[src/rtl/prio_irq_pkg.sv]
// Shared constants of the interrupt controller: register byte offsets,
// field positions and the bus word width. Offsets are 32 bits wide and
// compared against a zero-extended bus address.
package prio_irq_pkg;
    localparam int          WORD_W       = 32;
    localparam logic [31:0] OFS_ENA      = 32'h000;
    localparam logic [31:0] OFS_DIS      = 32'h040;
    localparam logic [31:0] OFS_VEC      = 32'h080;
    localparam logic [31:0] OFS_ACK      = 32'h084;
    localparam logic [31:0] OFS_RST      = 32'h088;
    localparam logic [31:0] OFS_GEN      = 32'h08C;
    localparam logic [31:0] OFS_BIND     = 32'h090;
    localparam logic [31:0] OFS_PEND     = 32'h0C0;
    localparam logic [31:0] OFS_SETUP    = 32'h200;
    localparam logic [31:0] OFS_BIND_RD  = 32'h600;
    localparam int          EDGE_BIT     = 8;
    localparam int          BIND_SRC_LSB = 16;
endpackage

[src/rtl/prio_irq_regs.sv]
// Programmable state of the controller: the enable words, the per-source
// setup registers, the generation switch and the register-set table.
// It also decodes the strobes for acknowledge, software reset and
// edge-latch clear. Assumes NSRC is a multiple of the 32-bit word.
module prio_irq_regs
    import prio_irq_pkg::*;
#(
    parameter int NSRC   = 64,
    parameter int PRIO_W = 4,
    parameter int SET_W  = 4,
    parameter int ADDR_W = 12
) (
    input  logic                              clk,
    input  logic                              rst_n,
    input  logic                              bus_we,
    input  logic [ADDR_W-1:0]                 bus_addr,
    input  logic [WORD_W-1:0]                 bus_wdata,
    output logic [NSRC-1:0]                   ena,
    output logic [NSRC-1:0]                   edge_sel,
    output logic [NSRC-1:0][PRIO_W-1:0]       prio,
    output logic [NSRC-1:0][SET_W-1:0]        bind_tbl,
    output logic                              gen_en,
    output logic                              soft_rst,
    output logic                              ack_wr,
    output logic [NSRC-1:0]                   edge_clr,
    output logic                              setup_hit,
    output logic [$clog2(NSRC)-1:0]           setup_idx
);
    localparam int NWORD = NSRC / WORD_W;
    localparam int IDX_W = $clog2(NSRC);

    logic [31:0]       a32;
    logic [31:0]       setup_off;
    logic [IDX_W-1:0]  bind_src;

    // Address decode of the strobes and of the setup window.
    always_comb begin
        a32       = 32'(bus_addr);
        setup_off = a32 - OFS_SETUP;
        setup_hit = (a32 >= OFS_SETUP) && (a32 < OFS_SETUP + 32'(NSRC * 8))
                    && (a32[2:0] == 3'b000);
        setup_idx = setup_off[IDX_W+2:3];
        soft_rst  = bus_we && (a32 == OFS_RST) && bus_wdata[0];
        ack_wr    = bus_we && (a32 == OFS_ACK);
        bind_src  = bus_wdata[BIND_SRC_LSB +: IDX_W];
    end

    // Edge-clear strobe: a setup write with the edge bit low.
    always_comb begin
        edge_clr = '0;
        for (int i = 0; i < NSRC; i++) begin
            edge_clr[i] = bus_we && setup_hit && (setup_idx == IDX_W'(i))
                          && !bus_wdata[EDGE_BIT];
        end
    end

    // One set/clear enable word per group of 32 sources.
    for (genvar w = 0; w < NWORD; w++) begin : g_word
        logic [WORD_W-1:0] ena_q;

        // Set bits through ENA, clear bits through DIS.
        always_ff @(posedge clk) begin
            if (!rst_n || soft_rst) begin
                ena_q <= '0;
            end else if (bus_we && a32 == OFS_ENA + 32'(w * 4)) begin
                ena_q <= ena_q | bus_wdata;
            end else if (bus_we && a32 == OFS_DIS + 32'(w * 4)) begin
                ena_q <= ena_q & ~bus_wdata;
            end
        end

        assign ena[w*WORD_W +: WORD_W] = ena_q;
    end

    // Setup registers: edge select and priority level per source.
    always_ff @(posedge clk) begin
        if (!rst_n || soft_rst) begin
            edge_sel <= '0;
            prio     <= '0;
        end else if (bus_we && setup_hit) begin
            edge_sel[setup_idx] <= bus_wdata[EDGE_BIT];
            prio[setup_idx]     <= bus_wdata[PRIO_W-1:0];
        end
    end

    // Global generation switch.
    always_ff @(posedge clk) begin
        if (!rst_n || soft_rst) begin
            gen_en <= 1'b0;
        end else if (bus_we && a32 == OFS_GEN) begin
            gen_en <= bus_wdata[0];
        end
    end

    // Register-set binding table, one entry per source.
    always_ff @(posedge clk) begin
        if (!rst_n || soft_rst) begin
            bind_tbl <= '0;
        end else if (bus_we && a32 == OFS_BIND) begin
            bind_tbl[bind_src] <= bus_wdata[SET_W-1:0];
        end
    end
endmodule

[src/rtl/prio_irq_pend.sv]
// Request sampling and pending state. Each request line is registered
// once. A level source is pending while the sampled line is high. An
// edge source latches a rising edge until its clear strobe arrives,
// and the clear wins over a new edge in the same cycle.
// Assumes the request lines are synchronous to clk.
module prio_irq_pend #(
    parameter int NSRC = 64
) (
    input  logic            clk,
    input  logic            rst_n,
    input  logic            soft_rst,
    input  logic [NSRC-1:0] irq_req,
    input  logic [NSRC-1:0] edge_sel,
    input  logic [NSRC-1:0] edge_clr,
    output logic [NSRC-1:0] pend
);
    logic [NSRC-1:0] req_q;
    logic [NSRC-1:0] latch_q;
    logic [NSRC-1:0] rise;

    assign rise = irq_req & ~req_q & edge_sel;

    // Sample the request lines.
    always_ff @(posedge clk) begin
        if (!rst_n) begin
            req_q <= '0;
        end else begin
            req_q <= irq_req;
        end
    end

    // Hold captured edges until cleared.
    always_ff @(posedge clk) begin
        if (!rst_n || soft_rst) begin
            latch_q <= '0;
        end else begin
            latch_q <= (latch_q | rise) & ~edge_clr;
        end
    end

    // Per source, choose the latched or the live pending state.
    always_comb begin
        for (int i = 0; i < NSRC; i++) begin
            pend[i] = edge_sel[i] ? latch_q[i] : req_q[i];
        end
    end
endmodule

[src/rtl/prio_irq_arb.sv]
// Combinational selector. It picks the candidate with the highest
// priority level, and the lowest index wins a tie. Found is low when
// there is no candidate. The scan is linear over NSRC.
module prio_irq_arb #(
    parameter int NSRC   = 64,
    parameter int PRIO_W = 4
) (
    input  logic [NSRC-1:0]             cand,
    input  logic [NSRC-1:0][PRIO_W-1:0] prio,
    output logic                        found,
    output logic [$clog2(NSRC)-1:0]     sel
);
    localparam int IDX_W = $clog2(NSRC);

    logic [PRIO_W-1:0] best;

    // A strictly greater level displaces the current winner.
    always_comb begin
        found = 1'b0;
        best  = '0;
        sel   = '0;
        for (int i = 0; i < NSRC; i++) begin
            if (cand[i] && (!found || prio[i] > best)) begin
                found = 1'b1;
                best  = prio[i];
                sel   = IDX_W'(i);
            end
        end
    end
endmodule

[src/rtl/prio_irq_ctrl.sv]
// Top of the interrupt controller. It joins the register file, the
// pending logic and the selector. It registers the vector and the
// interrupt output, and it drives the combinational read mux.
// Assumes a single clock and synchronous request lines.
module prio_irq_ctrl
    import prio_irq_pkg::*;
#(
    parameter int NSRC   = 64,
    parameter int PRIO_W = 4,
    parameter int SET_W  = 4,
    parameter int ADDR_W = 12
) (
    input  logic              clk,
    input  logic              rst_n,
    input  logic [NSRC-1:0]   irq_req,
    input  logic              bus_we,
    input  logic [ADDR_W-1:0] bus_addr,
    input  logic [31:0]       bus_wdata,
    output logic [31:0]       bus_rdata,
    output logic              irq_o
);
    localparam int IDX_W = $clog2(NSRC);
    localparam int NWORD = NSRC / WORD_W;

    logic [NSRC-1:0]             ena;
    logic [NSRC-1:0]             edge_sel;
    logic [NSRC-1:0][PRIO_W-1:0] prio;
    logic [NSRC-1:0][SET_W-1:0]  bind_tbl;
    logic                        gen_en;
    logic                        soft_rst;
    logic                        ack_wr;
    logic [NSRC-1:0]             edge_clr;
    logic                        setup_hit;
    logic [IDX_W-1:0]            setup_idx;
    logic [NSRC-1:0]             pend;
    logic                        found;
    logic [IDX_W-1:0]            sel;
    logic [IDX_W:0]              vec_q;
    logic                        irq_q;
    logic [31:0]                 a32;
    logic [31:0]                 bind_off;
    logic [IDX_W-1:0]            bind_idx;

    prio_irq_regs #(
        .NSRC(NSRC), .PRIO_W(PRIO_W), .SET_W(SET_W), .ADDR_W(ADDR_W)
    ) u_regs (
        .clk(clk), .rst_n(rst_n), .bus_we(bus_we), .bus_addr(bus_addr),
        .bus_wdata(bus_wdata), .ena(ena), .edge_sel(edge_sel), .prio(prio),
        .bind_tbl(bind_tbl), .gen_en(gen_en), .soft_rst(soft_rst),
        .ack_wr(ack_wr), .edge_clr(edge_clr), .setup_hit(setup_hit),
        .setup_idx(setup_idx)
    );

    prio_irq_pend #(.NSRC(NSRC)) u_pend (
        .clk(clk), .rst_n(rst_n), .soft_rst(soft_rst), .irq_req(irq_req),
        .edge_sel(edge_sel), .edge_clr(edge_clr), .pend(pend)
    );

    prio_irq_arb #(.NSRC(NSRC), .PRIO_W(PRIO_W)) u_arb (
        .cand(pend & ena), .prio(prio), .found(found), .sel(sel)
    );

    // Register the vector; NSRC stands for "nothing selected".
    always_ff @(posedge clk) begin
        if (!rst_n || soft_rst) begin
            vec_q <= (IDX_W+1)'(NSRC);
        end else begin
            vec_q <= found ? {1'b0, sel} : (IDX_W+1)'(NSRC);
        end
    end

    // Output request: gated by generation, cleared for a cycle by acknowledge.
    always_ff @(posedge clk) begin
        if (!rst_n || soft_rst) begin
            irq_q <= 1'b0;
        end else begin
            irq_q <= gen_en && found && !ack_wr;
        end
    end

    assign irq_o = irq_q;

    // Read-back address decode for the binding table.
    always_comb begin
        a32      = 32'(bus_addr);
        bind_off = a32 - OFS_BIND_RD;
        bind_idx = bind_off[IDX_W+1:2];
    end

    // Combinational read mux.
    always_comb begin
        bus_rdata = '0;
        for (int w = 0; w < NWORD; w++) begin
            if (a32 == OFS_ENA + 32'(w * 4)) bus_rdata = ena[w*WORD_W +: WORD_W];
            if (a32 == OFS_PEND + 32'(w * 4)) bus_rdata = pend[w*WORD_W +: WORD_W];
        end
        if (a32 == OFS_VEC) bus_rdata = 32'(vec_q);
        if (a32 == OFS_GEN) bus_rdata = {31'b0, gen_en};
        if (setup_hit) begin
            bus_rdata[EDGE_BIT]     = edge_sel[setup_idx];
            bus_rdata[PRIO_W-1:0]   = prio[setup_idx];
        end
        if (a32 >= OFS_BIND_RD && a32 < OFS_BIND_RD + 32'(NSRC * 4)
            && a32[1:0] == 2'b00) begin
            bus_rdata = 32'(bind_tbl[bind_idx]);
        end
    end
endmodule

[config.mk]
export PLATFORM = sky130hd
export DESIGN_NAME = prio_irq_ctrl
export DESIGN_NICKNAME = d
export VERILOG_FILES = /design/src/rtl/prio_irq_pkg.sv /design/src/rtl/prio_irq_regs.sv /design/src/rtl/prio_irq_pend.sv /design/src/rtl/prio_irq_arb.sv /design/src/rtl/prio_irq_ctrl.sv
export SDC_FILE = /design/constraint.sdc
export NUM_CORES = 2
export LEC_CHECK = 0
export BUFFER_PORTS_ARGS = -buffer_cell sky130_fd_sc_hd__buf_4
export CAP_MARGIN = 20
export CORE_UTILIZATION = 30
export CTS_BUF_LIST = sky130_fd_sc_hd__clkbuf_4
export DETAILED_ROUTE_END_ITERATION = 8
export PLACE_DENSITY = 0.52
export SETUP_SLACK_MARGIN = 0.5
export SLEW_MARGIN = 20
export SYNTH_ARGS = -nofsm -noshare
export SYNTH_HDL_FRONTEND = slang
export SYNTH_HIERARCHICAL = 1
export SYNTH_SLANG_ARGS = --single-unit
[constraint.sdc]
create_clock -name clk -period 107 [get_ports clk]
set_input_delay 10.7 -clock clk [delete_from_list [all_inputs] [get_ports clk]]
set_output_delay 10.7 -clock clk [all_outputs]
set_load 0.005 [all_outputs]
==> results.py <==
metrics = {
    "status": {
        "status": "completed",
    },
    "cts": {
        "cts.path.max_buffers": 3,
        "clkTransAtPathRegs_ps": 60,
        "clock_latency_ps": 1260,
        "clock-sinks": 777,
        "cts_root_buffer": "clkbuf_4",
        "cts_buffers": 220,
        "hold_buffers": 0,
        "cts_tree": "built",
        "htree_levels": 4,
    },
    "timing": {
        "fin_crit_ps": 100970,
        "layout_setup_ws_ps": 6030,
        "skew_ps": 111,
        "finalSetupTns_ps": 0,
        "final_max_slew_viol_count": 0,
        "setup_viol": 0,
        "relSlewSlack": 0.140,
        "finalCritPeriodShare": 0.944,
        "worst_slew_pin_slew_ps": 1290,
        "hold_slack_ps": 452,
        "max_freq_mhz": 9.90,
        "hold_viol_final": 0,
    },
    "worst_setup_path": {
        "slowest_delay_ps": 630,
        "crit_path_frequent_cell": "ha_1",
        "worst-endpoint-arrival_ps": 102080,
        "path_class": "flip-flop to flip-flop",
        "critPathSlowestCell": "or4b_2",
        "crit_path_start_kind": "flip-flop",
        "crit_required_ps": 108110,
        "reg2reg_slack_ps": 6030,
        "r2r_cells": 521,
        "crit_fanout": 15,
        "reg2reg_from": "u_regs/edge_sel[0]$_SDFFE_PP0P_",
        "rr_endpoint": "vec_q[4]$_SDFF_PP0_",
        "endpoint_kind": "flip-flop",
    },
    "power": {
        "ir_drop_v": 0.0000112,
        "fin_total_pwr_mw": 0.623,
        "p_leak_nw": 21.6,
        "power.density_nw_per_um2": 10.5,
    },
    "grt": {
        "antenna_found_initial": 14,
        "grt.total_usage": 0.260,
        "grt_max_degree": 206,
        "grt_overflow": 0,
        "grt_pass1_vias": 50400,
        "grt_pass1_wl_microns": 343000,
    },
    "final_layout": {
        "fin_util": 0.345,
        "mostFrequentLayoutCells": "dfxtp_1, a21oi_1, nand2_1",
        "final_common_cell": "dfxtp_1",
        "final_area_sq_um": 59600,
        "layout.cells.non_filler": 9091,
        "num-nets-final": 6896,
        "drive_above_1_share": 0.175,
        "syn_to_final_growth_pct": 13.7,
    },
    "route": {
        "wl_met1_microns": 98700,
        "routed-wl-met2_microns": 107000,
        "wl_per_cell_microns": 26.3,
        "ant_nets": 0,
        "highest_layer": "met5",
        "drt_first_pass_iters": 9,
        "drc": 0,
        "vias_per_cell": 5.99,
        "num_vias": 54400,
        "dr_wl_met3_microns": 17700,
        "drtIter0Drc": 6221,
        "wl_microns": 239000,
    },
    "min_path": {
        "hold_start": "u_pend/latch_q[54]$_SDFF_PP0_",
        "hold-path-endpoint": "u_pend/latch_q[54]$_SDFF_PP0_",
        "holdPathStages": 2,
        "hold_path_class": "flip-flop to flip-flop",
    },
    "placed_design": {
        "place_hpwl_microns": 168000,
        "dp_slack_ps": -2670,
        "place_congestion": 0.988,
        "dp_cells": 8597,
        "port_buffers": 143,
        "placed_cell_area_sq_um": 55100,
    },
    "synthesis": {
        "synth_ff_type": "dfxtp_1",
        "syn_area_sq_um": 52400,
        "yosysTopAreaCellShare": 0.297,
        "yosysTopAreaCell": "dfxtp_1",
        "async_reset_ff_frac": 0,
        "yosysSeqAreaShare": 0.297,
        "netlist_top_cells_area": "dfxtp_1, a21oi_1, nand3_1",
        "synth_cells": 6531,
        "yosysWarnings": 6,
        "synth_edf_count": 0,
        "ys_ff_latch": 777,
        "avgSynthCellArea_sq_um": 8.02,
        "syn-num-nets": 6838,
        "synth_cell_types": 123,
    },
    "floorplanning": {
        "rows": 152,
        "die_h_microns": 420,
        "start_util": 0.304,
        "die_width_microns": 420,
        "pin_count": 144,
        "core_sq_um": 172000,
        "dieArea_sq_um": 176000,
    },
    "run": {
        "cap_violations": 0,
    },
}
==> repair_timing <==
action / CTS / global route
cloned: 0 / 5
pin swaps: 1 / 45
endpoints found under the setup margin: 6 / 6
gates resized for setup: 24 / 184
endpoints found under the hold margin: 0 / 0
setup buffers: 0 / 73
==> Yosys cell counts, types with 29 or more instances <==
cell and n:
a311oi_1 33, dfxtp_1 777, mux2_2 87, nor3_1 65
ha_1 196, nor2_1 306, nand3_1 596, or3_1 74
a22oi_1 89, o31ai_1 32, buf_2 136, o21a_1 37
nor2b_1 71, and2_1 182, mux2i_1 287, nor4_1 35
a31oi_1 64, nand3b_1 70, buf_1 29, inv_1 303
nand2b_1 46, mux4_2 102, and3_1 43, o21ai_0 403
a211oi_1 48, a21o_1 40, o211ai_1 35, nand4_1 162
a21oi_1 708, clkbuf_1 278, nand2_1 625, a211oi_2 64
==> worst max-delay path by stage <==
stage	startpoint	endpoint
after floorplan	u_regs/edge_sel[0]$_SDFFE_PP0P_	vec_q[2]$_SDFF_PP0_
after CTS	u_regs/edge_sel[0]$_SDFFE_PP0P_	vec_q[4]$_SDFF_PP0_
after detailed placement	u_regs/edge_sel[0]$_SDFFE_PP0P_	vec_q[4]$_SDFF_PP0_
after global routing	u_regs/edge_sel[0]$_SDFFE_PP0P_	vec_q[4]$_SDFF_PP0_
final	u_regs/edge_sel[0]$_SDFFE_PP0P_	vec_q[4]$_SDFF_PP0_
after global placement	u_regs/edge_sel[0]$_SDFFE_PP0P_	vec_q[4]$_SDFF_PP0_
==> sequential cells by signal, indices dropped and copies added, names as in the netlist, named ones only <==
signal,count
u_regs/bind_tbl,256
u_regs/prio,256
u_pend/latch_q,64
u_pend/req_q,64
u_regs/edge_sel,64
vec_q,7
irq_o,1
u_regs/gen_en,1
==> cell families (layout without fill, tap and decap cells) <==
logic type | count (synthesis) | after routing | synth area share
mux | 485 | 485 | 0.122
simple gates | 2411 | 2411 | 0.239
compound gates | 1864 | 1868 | 0.229
flops | 777 | 777 | 0.297
buf+inv | 788 | 1015 | 0.0641
fa+ha+maj | 206 | 206 | 0.0487
other cells | 0 | 19 | 0
==> area by class of cell <==
cell class	count	area, sq um
antenna	19	47.5
clock buffer	314	2360
clock inverter	81	447
fill	18200	113000
inverter	304	1140
multi-input combinational	4970	34600
sequential	777	15600
tap	2310	2890
timing repair buffer	316	2480
==> where the power goes <==
| group | switching, mW | internal [mW] | total, mW |
|---|---|---|---|
| clock network | 0.142 | 0.142 | 0.284 |
| logic | 0.0358 | 0.0113 | 0.0471 |
| registers | 0.000554 | 0.290 | 0.291 |
==> critical path, delay by kind of cell, from the launching register on <==
family / cells / cell delay, ps
buffers and inverters: 36 / 4280
AO/OA/AOI/OAI: 260 / 48230
adder cells (fa/ha/maj): 72 / 21860
flip-flops: 1 / 380
multiplexers: 19 / 5230
AND/OR/NAND/NOR: 134 / 20640
==> per-layer routing <==
metal | global-route usage | up-vias
li1 | - | 24500
met1 | 0.332 | 26700
met2 | 0.402 | 2649
met3 | 0.0461 | 560
met4 | 0.166 | 2
met5 | 0 | -
(Power assumes the default switching activity.)
